**src/rtl/duty_seq_pkg.sv**
```systemverilog
package duty_seq_pkg;

    localparam int unsigned DUTY_W = 16;

    typedef enum logic [1:0] {
        MODE_STEADY = 2'd0,
        MODE_BLINK  = 2'd1,
        MODE_HEART  = 2'd2
    } seq_mode_e;

    typedef enum logic {
        PH_START = 1'b0,
        PH_GOAL  = 1'b1
    } blink_phase_e;

    function automatic seq_mode_e pick_mode(input logic blink, input logic heart);
        if (!blink)
            return MODE_STEADY;
        else if (heart)
            return MODE_HEART;
        else
            return MODE_BLINK;
    endfunction

endpackage

```
**src/rtl/duty_dwell_ctr.sv**
```systemverilog
module duty_dwell_ctr #(
    parameter int unsigned CW = 16
) (
    input  logic          clk,
    input  logic          rst,
    input  logic          clr,
    input  logic          tick,
    input  logic [CW-1:0] limit,
    output logic          wrap
);
    logic [CW-1:0] count_q;

    assign wrap = tick && (count_q >= limit);

    always_ff @(posedge clk) begin
        if (rst || clr)
            count_q <= '0;
        else if (tick)
            count_q <= wrap ? '0 : count_q + 1'b1;
    end

    a_r2_wrap_clear: assert property (@(posedge clk) disable iff (rst)
        wrap |=> (count_q == '0));

    a_r9_count_step: assert property (@(posedge clk) disable iff (rst)
        (tick && !wrap && !clr) |=> (count_q == $past(count_q) + 1'b1));

    a_r9_idle_hold: assert property (@(posedge clk) disable iff (rst)
        (!tick && !clr) |=> $stable(count_q));

endmodule

```
**src/rtl/duty_ramp.sv**
```systemverilog
module duty_ramp #(
    parameter int unsigned DW = 16
) (
    input  logic          clk,
    input  logic          rst,
    input  logic          load,
    input  logic          step_en,
    input  logic [DW-1:0] end_start,
    input  logic [DW-1:0] end_goal,
    input  logic [DW-1:0] step_m1,
    output logic [DW-1:0] level
);
    logic [DW-1:0] level_q;
    logic          to_goal_q;
    logic [DW-1:0] target;
    logic [DW:0]   inc;
    logic [DW:0]   sum;
    logic [DW-1:0] gap;
    logic [DW-1:0] nxt_level;
    logic          nxt_flip;

    assign target = to_goal_q ? end_goal : end_start;
    assign inc    = {1'b0, step_m1} + {{DW{1'b0}}, 1'b1};
    assign sum    = {1'b0, level_q} + inc;
    assign gap    = level_q - target;

    always_comb begin
        nxt_level = level_q;
        nxt_flip  = 1'b0;
        if (target >= level_q) begin
            if (sum >= {1'b0, target}) begin
                nxt_level = target;
                nxt_flip  = 1'b1;
            end else begin
                nxt_level = sum[DW-1:0];
            end
        end else begin
            if ({1'b0, gap} <= inc) begin
                nxt_level = target;
                nxt_flip  = 1'b1;
            end else begin
                nxt_level = level_q - inc[DW-1:0];
            end
        end
    end

    always_ff @(posedge clk) begin
        if (rst || load) begin
            level_q   <= end_start;
            to_goal_q <= 1'b1;
        end else if (step_en) begin
            level_q   <= nxt_level;
            to_goal_q <= nxt_flip ? !to_goal_q : to_goal_q;
        end
    end

    assign level = level_q;

    a_r8_load_start: assert property (@(posedge clk) disable iff (rst)
        load |=> ((level_q == $past(end_start)) && to_goal_q));

    a_r9_ramp_hold: assert property (@(posedge clk) disable iff (rst)
        (!step_en && !load) |=> ($stable(level_q) && $stable(to_goal_q)));

    a_r4_step_bound: assert property (@(posedge clk) disable iff (rst)
        (step_en && !load) |=>
        ((({1'b0, level_q} >= {1'b0, $past(level_q)}) ?
          ({1'b0, level_q} - {1'b0, $past(level_q)}) :
          ({1'b0, $past(level_q)} - {1'b0, level_q}))
         <= ({1'b0, $past(step_m1)} + {{DW{1'b0}}, 1'b1})));

endmodule

```
**src/rtl/blink_duty_seq.sv**
```systemverilog
module blink_duty_seq
    import duty_seq_pkg::*;
#(
    parameter int unsigned DW = DUTY_W
) (
    input  logic          clk,
    input  logic          rst,
    input  logic          cyc_end,
    input  logic          blink_en,
    input  logic          hbeat_en,
    input  logic          cfg_wr,
    input  logic [DW-1:0] duty_start,
    input  logic [DW-1:0] duty_goal,
    input  logic [DW-1:0] seq_tempo,
    input  logic [DW-1:0] seq_span,
    output logic [DW-1:0] duty_o
);
    seq_mode_e     mode;
    blink_phase_e  phase_q;
    logic          heart_q;
    logic          restart;
    logic [DW-1:0] dwell_limit;
    logic          wrap;
    logic          wrap_eff;
    logic [DW-1:0] ramp_level;

    assign mode    = pick_mode(blink_en, hbeat_en);
    assign restart = !blink_en || cfg_wr || (hbeat_en != heart_q);

    always_ff @(posedge clk) begin
        if (rst)
            heart_q <= 1'b0;
        else
            heart_q <= hbeat_en;
    end

    assign dwell_limit = (mode == MODE_BLINK && phase_q == PH_GOAL) ? seq_span : seq_tempo;

    duty_dwell_ctr #(.CW(DW)) u_dwell (
        .clk   (clk),
        .rst   (rst),
        .clr   (restart),
        .tick  (cyc_end && (mode != MODE_STEADY)),
        .limit (dwell_limit),
        .wrap  (wrap)
    );

    assign wrap_eff = wrap && !restart;

    always_ff @(posedge clk) begin
        if (rst || restart)
            phase_q <= PH_START;
        else if (wrap_eff && mode == MODE_BLINK)
            phase_q <= (phase_q == PH_START) ? PH_GOAL : PH_START;
    end

    duty_ramp #(.DW(DW)) u_ramp (
        .clk       (clk),
        .rst       (rst),
        .load      (restart),
        .step_en   (wrap_eff && (mode == MODE_HEART)),
        .end_start (duty_start),
        .end_goal  (duty_goal),
        .step_m1   (seq_span),
        .level     (ramp_level)
    );

    always_comb begin
        unique case (mode)
            MODE_BLINK: duty_o = (phase_q == PH_GOAL) ? duty_goal : duty_start;
            MODE_HEART: duty_o = ramp_level;
            default:    duty_o = duty_start;
        endcase
    end

    a_r8_restart_phase: assert property (@(posedge clk) disable iff (rst)
        restart |=> (phase_q == PH_START));

    a_r9_phase_hold: assert property (@(posedge clk) disable iff (rst)
        (!cyc_end && !restart) |=> $stable(phase_q));

    a_r2_phase_turn: assert property (@(posedge clk) disable iff (rst)
        (wrap_eff && mode == MODE_BLINK) |=> (phase_q != $past(phase_q)));

endmodule

```
**config.mk**
```make
export PLATFORM = sky130hd
export DESIGN_NAME = blink_duty_seq
export DESIGN_NICKNAME = d
export VERILOG_FILES = /design/src/rtl/duty_seq_pkg.sv /design/src/rtl/duty_dwell_ctr.sv /design/src/rtl/duty_ramp.sv /design/src/rtl/blink_duty_seq.sv
export SDC_FILE = /design/constraint.sdc
export NUM_CORES = 1
export LEC_CHECK = 0
export ABC_AREA = 1
export CAP_MARGIN = 20
export CELL_PAD_IN_SITES_DETAIL_PLACEMENT = 0
export CELL_PAD_IN_SITES_GLOBAL_PLACEMENT = 1
export CORE_ASPECT_RATIO = 1.5
export CORE_MARGIN = 4
export CORE_UTILIZATION = 35
export DETAILED_ROUTE_END_ITERATION = 8
export PLACE_DENSITY = 0.85
export SLEW_MARGIN = 10
export SYNTH_ARGS = -nofsm -noshare
export SYNTH_HDL_FRONTEND = slang
export SYNTH_SLANG_ARGS = --single-unit
```
**constraint.sdc**
```tcl
create_clock -name clk -period 5.2 [get_ports clk]
set_clock_uncertainty 0.1 [all_clocks]
set_input_delay 1.04 -clock clk [delete_from_list [all_inputs] [get_ports clk]]
set_output_delay 1.04 -clock clk [all_outputs]
set_load 0.1 [all_outputs]
```
# After elaboration in Yosys (flattened, before gate mapping)
# Index checks and enable logic that the tools add are counted.
op_classes:
  add_sub_neg: 5
  order_cmp: 4
  eq_ne: 3
  n_mux: 16
  n_reduce_logical: 15
ops:
  columns: ["operator", "n"]
  rows:
  - ["16-bit two-way mux", 9]
  - ["16-bit greater-or-equal comparator", 2]
  - ["16-bit case mux with 2 select lines", 1]
  - ["16-bit subtractor", 2]
  - ["16-bit by 1-bit adder with 17-bit output (second input constant)", 1]
  - ["16-bit by 17-bit adder with 17-bit output", 1]
  - ["17-bit by 16-bit greater-or-equal comparator with 1-bit output", 1]
  - ["16-bit by 17-bit less-or-equal comparator with 1-bit output", 1]
  - ["16-bit by 1-bit adder with 16-bit output (second input constant)", 1]
  - ["1-bit logical AND", 6]
  - ["1-bit two-way mux", 4]
  - ["2-bit two-way mux", 2]
  - ["2-bit nonzero test", 2]
  - ["1-bit logical NOT", 3]
  - ["1-bit logical OR", 3]
  - ["2-bit by 1-bit equality test with 1-bit output (second input constant)", 1]
  - ["2-bit equality test (second input constant)", 1]
  - ["2-bit AND reduction", 1]
  - ["1-bit != test", 1]
totals:
  ff_bits: 35
  input_bits: 70
  out_inout_bits: 16
  elab_cells: 48

# Logic depth before layout (Yosys ltp)
depth:
  ltp_word: 11
  mapped_depth: 33
  depth_no_buf: 32

# Modules after synthesis
# A second synthesis with hierarchy kept.
hier_totals:
  cells_unflattened: 1114
  hier_area_um2: 7124.3
modules_own_cells:
  columns: ["module", "n_inst", "cells_per_inst", "area_per_inst_um2"]
  rows:
  - ["duty_ramp", 1, 811, 5076.1]
  - ["duty_dwell_ctr", 1, 173, 1239.9]
  - ["blink_duty_seq", 1, 130, 808.3]

# Least setup slack after synthesis
# OpenSTA, ideal clock, no wires.
synth_timing:
  path_type: "input port to flip-flop"
  from: "in seq_span[4]"
  to: "reg u_ramp.level_q[2], in the netlist u_ramp.level[2] (data pin)"
  arrival_time_ps: 4901
  setup_slack_ps: -53
  path_stages: 31
  path_buffers: 1
  cell_sequence: "inv_1 -> nor3_2 -> nand2_1 -> nor2_1 -> nand3_1 -> nor2_1 -> inv_2 -> nor3_2 -> nand2_1 -> xor2_1 -> inv_1 -> ha_1 -> inv_2 -> o21bai_2 -> a21oi_1 -> a21boi_0 -> nand3_1 -> nand2_1 -> inv_1 -> ha_1 -> nand2_1 -> inv_1 -> nand3_1 -> nor3_1 -> a31oi_1 -> clkbuf_1 -> nand4_1 -> nand3_1 -> nand2_1 -> nand2_1 -> nand2_1"
synth_via:
  elab_chain_len: 7
synth_lines:
  columns: ["item", "line", "source"]
  rows:
  - ["from (decl)", "blink_duty_seq.sv:15", "input logic [DW-1:0] seq_span,"]
  - ["16-bit by 1-bit adder with 17-bit output *", "duty_ramp.sv:23", "assign inc = {1'b0, step_m1} + {{DW{1'b0}}, 1'b1};"]
  - ["16-bit by 17-bit adder with 17-bit output", "duty_ramp.sv:24", "assign sum = {1'b0, level_q} + inc;"]
  - ["17-bit by 16-bit greater-or-equal comparator with 1-bit output", "duty_ramp.sv:31", "if (sum >= {1'b0, target}) begin"]
  - ["16-bit two-way mux", "duty_ramp.sv:31", null]
  - ["16-bit two-way mux *", "duty_ramp.sv:30", "if (target >= level_q) begin"]
  - ["16-bit two-way mux *", "duty_ramp.sv:51", "end else if (step_en) begin"]
  - ["16-bit two-way mux *", "duty_ramp.sv:48", "if (rst || load) begin"]
  - ["to (signal assigned)", "duty_ramp.sv:49", "level_q <= end_start;"]
  - ["to (signal assigned)", "duty_ramp.sv:52", "level_q <= nxt_level;"]
  - ["to (decl)", "duty_ramp.sv:13", "logic [DW-1:0] level_q;"]
# Mark *: on every way between the ends. The rest lies on a longest branch, timed or not. The select of a mux whose other input is x is not followed.
# A chain may end at the register's enable or synchronous reset.

# Final worst setup path
layout_timing:
  from: "in seq_span[6]"
  to: "reg u_ramp.level_q[12], in the netlist u_ramp.level[12] (data pin)"
# The elaborated chain is that of the path after synthesis.

==> flow_metrics.py <==
metrics = {
    "outcome": {
        "status": "finished clean",
    },
    "worst_setup_path": {
        "crit_path_frequent_cell": "inv_1",
        "worst-path-max-fanout": 5,
        "start_kind": "input port",
        "end_kind": "register",
        "endpoint": "u_ramp.level[12]$_DFFE_PP_",
        "required_ns": 5.16,
        "max_stage_delay_ns": 0.49,
        "reg2reg_from": "u_ramp.to_goal_q$_SDFFE_PP1P_",
        "reg2reg_to": "u_ramp.level[7]$_DFFE_PP_",
        "ff2ff_setup_slack_ns": 0.48,
        "critPathSlowestCell": "clkdlybuf4s50_1",
        "crit_start": "seq_span[6]",
        "r2r_cells": 24,
        "cp.arrival_ns": 4.97,
        "worstSetupPathType": "input port to register",
    },
    "place": {
        "place_inst": 1619,
        "finalWeightedCongestion": 0.9604,
        "hpwl_um": 22680,
        "io_buffers": 85,
    },
    "synthesis": {
        "synthCells": 1126,
        "syn_avg_cell_area_sq_um": 6.147,
        "synth.yosys.seq_area_share": 0.1244,
        "yosysTopAreaCell": "ha_1",
        "synth_edf_count": 16,
        "synth.most_common_cell": "nand2_1",
        "synth_ff_type": "dfxtp_1",
        "synth_top_area_share": 0.1826,
        "synth_area_sq_um": 6922,
        "synth_area_leaders": "ha_1, nand2_1, inv_1",
        "ys_ff_latch": 35,
        "synth_common_cells": "nand2_1, inv_1, ha_1, nand3_1, nor2_1",
        "ys_warn_count": 0,
        "synth-async-reset-ratio": 0,
        "syn_nets": 1300,
        "synthDistinctLibCells": 49,
    },
    "global_routing": {
        "grt_overflow": 0,
        "grt_pass1_vias": 8331,
        "grt_pass1_wl_um": 42010,
        "track_usage": 0.2436,
        "grt_max_degree": 29,
        "antenna_found_initial": 0,
    },
    "cells_and_area": {
        "drive_above_1_share": 0.2518,
        "nets": 1559,
        "num-fill-cells": 1931,
        "syn2layout_area_growth_pct": 50.27,
        "final_util": 0.5385,
        "final_cells": 1642,
        "n_antenna_cell": 0,
    },
    "detailed_routing": {
        "top_layer_used": "met4",
        "dr_wl_met2_um": 14370,
        "wl_met1_um": 9549,
        "firstDrtPassIters": 5,
        "wl_per_cell_um": 16.62,
        "met3_length_um": 1095,
        "wirelength_um": 27290,
        "drc_errors": 0,
        "dr.first_iter.drc_count": 368,
        "ant_nets": 0,
        "vias": 8440,
        "via_per_inst": 5.140,
    },
    "sta": {
        "max_clock_freq_ghz": 0.1994,
        "worstMarginPinSlew_ns": 0.5342,
        "slew_violations": 0,
        "final.setup.tns_ns": 0,
        "hold_viol": 0,
        "setup_viol": 0,
        "hold_slack_ns": 0.4066,
        "relSlewSlack": 0.6401,
        "layout_min_cycle_time_ns": 5.016,
        "period_share": 0.9645,
    },
    "floorplan": {
        "start_util": 0.3583,
        "die_area_sq_um": 22140,
        "die_h_um": 180.2,
        "die-width_um": 122.8,
        "core-area_sq_um": 19320,
        "num_rows": 62,
        "boundaryPins": 86,
    },
    "clocking": {
        "clockBufferDepth": 2,
        "clk_latency_ns": 0.30,
        "cts_tree": "yes",
        "cts_buffers": 5,
        "htree_levels": 2,
        "clockRootBuffer": "clkbuf_16",
        "hold_buffers": 0,
        "clk_pin_slew_ns": 0.06,
        "cts.sinks": 35,
    },
    "power_and_ir_drop": {
        "p_total_w": 0.002446,
        "power_density_nw_per_um2": 235.1,
        "vdd_drop_max_uv": 133.0,
        "leakagePower_nw": 5.295,
    },
    "run": {
        "max_cap_viol_count": 0,
    },
    "worst_hold_path": {
        "hold_class": "register to register",
    },
}
[cells by family (layout without fill, tap and decap cells)]
group,Yosys count,in the layout,synth area share
AO/OA/AOI/OAI,179,179,0.1452
multiplexers,6,6,0.008677
adder cells (fa/ha/maj),104,104,0.1913
XOR/XNOR,51,51,0.06453
buffers and inverters,186,444,0.1072
AND/OR/NAND/NOR,565,567,0.3588
flip-flops,35,35,0.1244
[placed cells by master (no fill, tap or decap), types with 5 or more instances in the layout]
cell type,n
nand2_2,11
a31oi_1,10
nor2_1,74
nand3_1,83
o21bai_1,7
nor3_1,7
a21oi_2,6
xnor2_1,7
clkbuf_2,5
o21ai_2,7
buf_6,5
nor2_2,8
nor3_2,5
nand2_1,306
o21ai_1,6
inv_1,139
o21ai_0,43
xor2_2,7
ha_1,80
edfxtp_1,16
dfxtp_1,19
nand3_2,7
inv_2,18
nand4_1,35
buf_4,184
ha_4,18
clkdlybuf4s50_1,63
a21oi_1,72
xor2_1,35
buf_12,18
clkbuf_16,6
mux2i_1,6
[through the flow]
| step | worst slack, ns | instance area, sq um |
|---|---|---|
| CTS | 0.001068 | 9878 |
| detailed placement | -0.7056 | 9470 |
| global placement | -0.5735 | 9470 |
| floorplan | 0.08858 | 6928 |
| finish | 0.1845 | 10400 |
| global route | -0.07331 | 10400 |
[sequential cells by signal (all words and copies together), names as in the netlist]
register          cells
phase_q               1
heart_q               1
u_dwell.count_q      16
u_ramp.level         16
u_ramp.to_goal_q      1
[where the power goes]
part	switching, W	internal, W	total, W
combinational	0.000988	0.000744	0.00173
sequential	0.0000416	0.000304	0.000345
clock	0.000142	0.000227	0.000369
total	0.00117	0.00127	0.00245
[how the worst min path moves through the flow]
| stage | end | cells past startpoint | startpoint |
|---|---|---|---|
| after floorplan | u_dwell.count_q[0]$_SDFFE_PP0P_ | 2 | u_dwell.count_q[0]$_SDFFE_PP0P_ |
| after global placement | u_dwell.count_q[0]$_SDFFE_PP0P_ | 2 | u_dwell.count_q[0]$_SDFFE_PP0P_ |
| after detailed placement | u_dwell.count_q[0]$_SDFFE_PP0P_ | 2 | u_dwell.count_q[0]$_SDFFE_PP0P_ |
| after CTS | u_dwell.count_q[0]$_SDFFE_PP0P_ | 2 | u_dwell.count_q[0]$_SDFFE_PP0P_ |
| after global routing | u_dwell.count_q[0]$_SDFFE_PP0P_ | 2 | u_dwell.count_q[0]$_SDFFE_PP0P_ |
| final | u_dwell.count_q[0]$_SDFFE_PP0P_ | 2 | u_dwell.count_q[0]$_SDFFE_PP0P_ |
[cell type report]
cell class	instances	area, sq um	area share
multi-input combinational	907	5963	0.5733
timing repair buffer	277	2491	0.2395
sequential	35	860.8	0.08276
inverter	159	596.8	0.05738
tap	256	320.3	0.03080
clock buffer	5	125.1	0.01203
clock inverter	3	43.79	0.004210
[worst max-delay path: cells and delay by family]
| family | cells | cell delay (ns) |
|---|---|---|
| fa+ha+maj | 2 | 0.49 |
| simple gates | 16 | 1.67 |
| compound gates | 4 | 0.76 |
| buf+inv | 8 | 0.99 |
[routing by layer]
| metal | vias to the layer above | global-route usage |
|---|---|---|
| met5 | - | 0 |
| met3 | 103 | 0.02607 |
| met2 | 234 | 0.4440 |
| met4 | 0 | 0.1731 |
| li1 | 4239 | - |
| met1 | 3864 | 0.2514 |
[what timing repair did]
item	in CTS	in global routing
setup buffers	5	7
pin swaps	14	40
cloned	1	2
setup endpoints to repair	17	17
gates resized for setup	49	105
(Power assumes the default switching activity.)
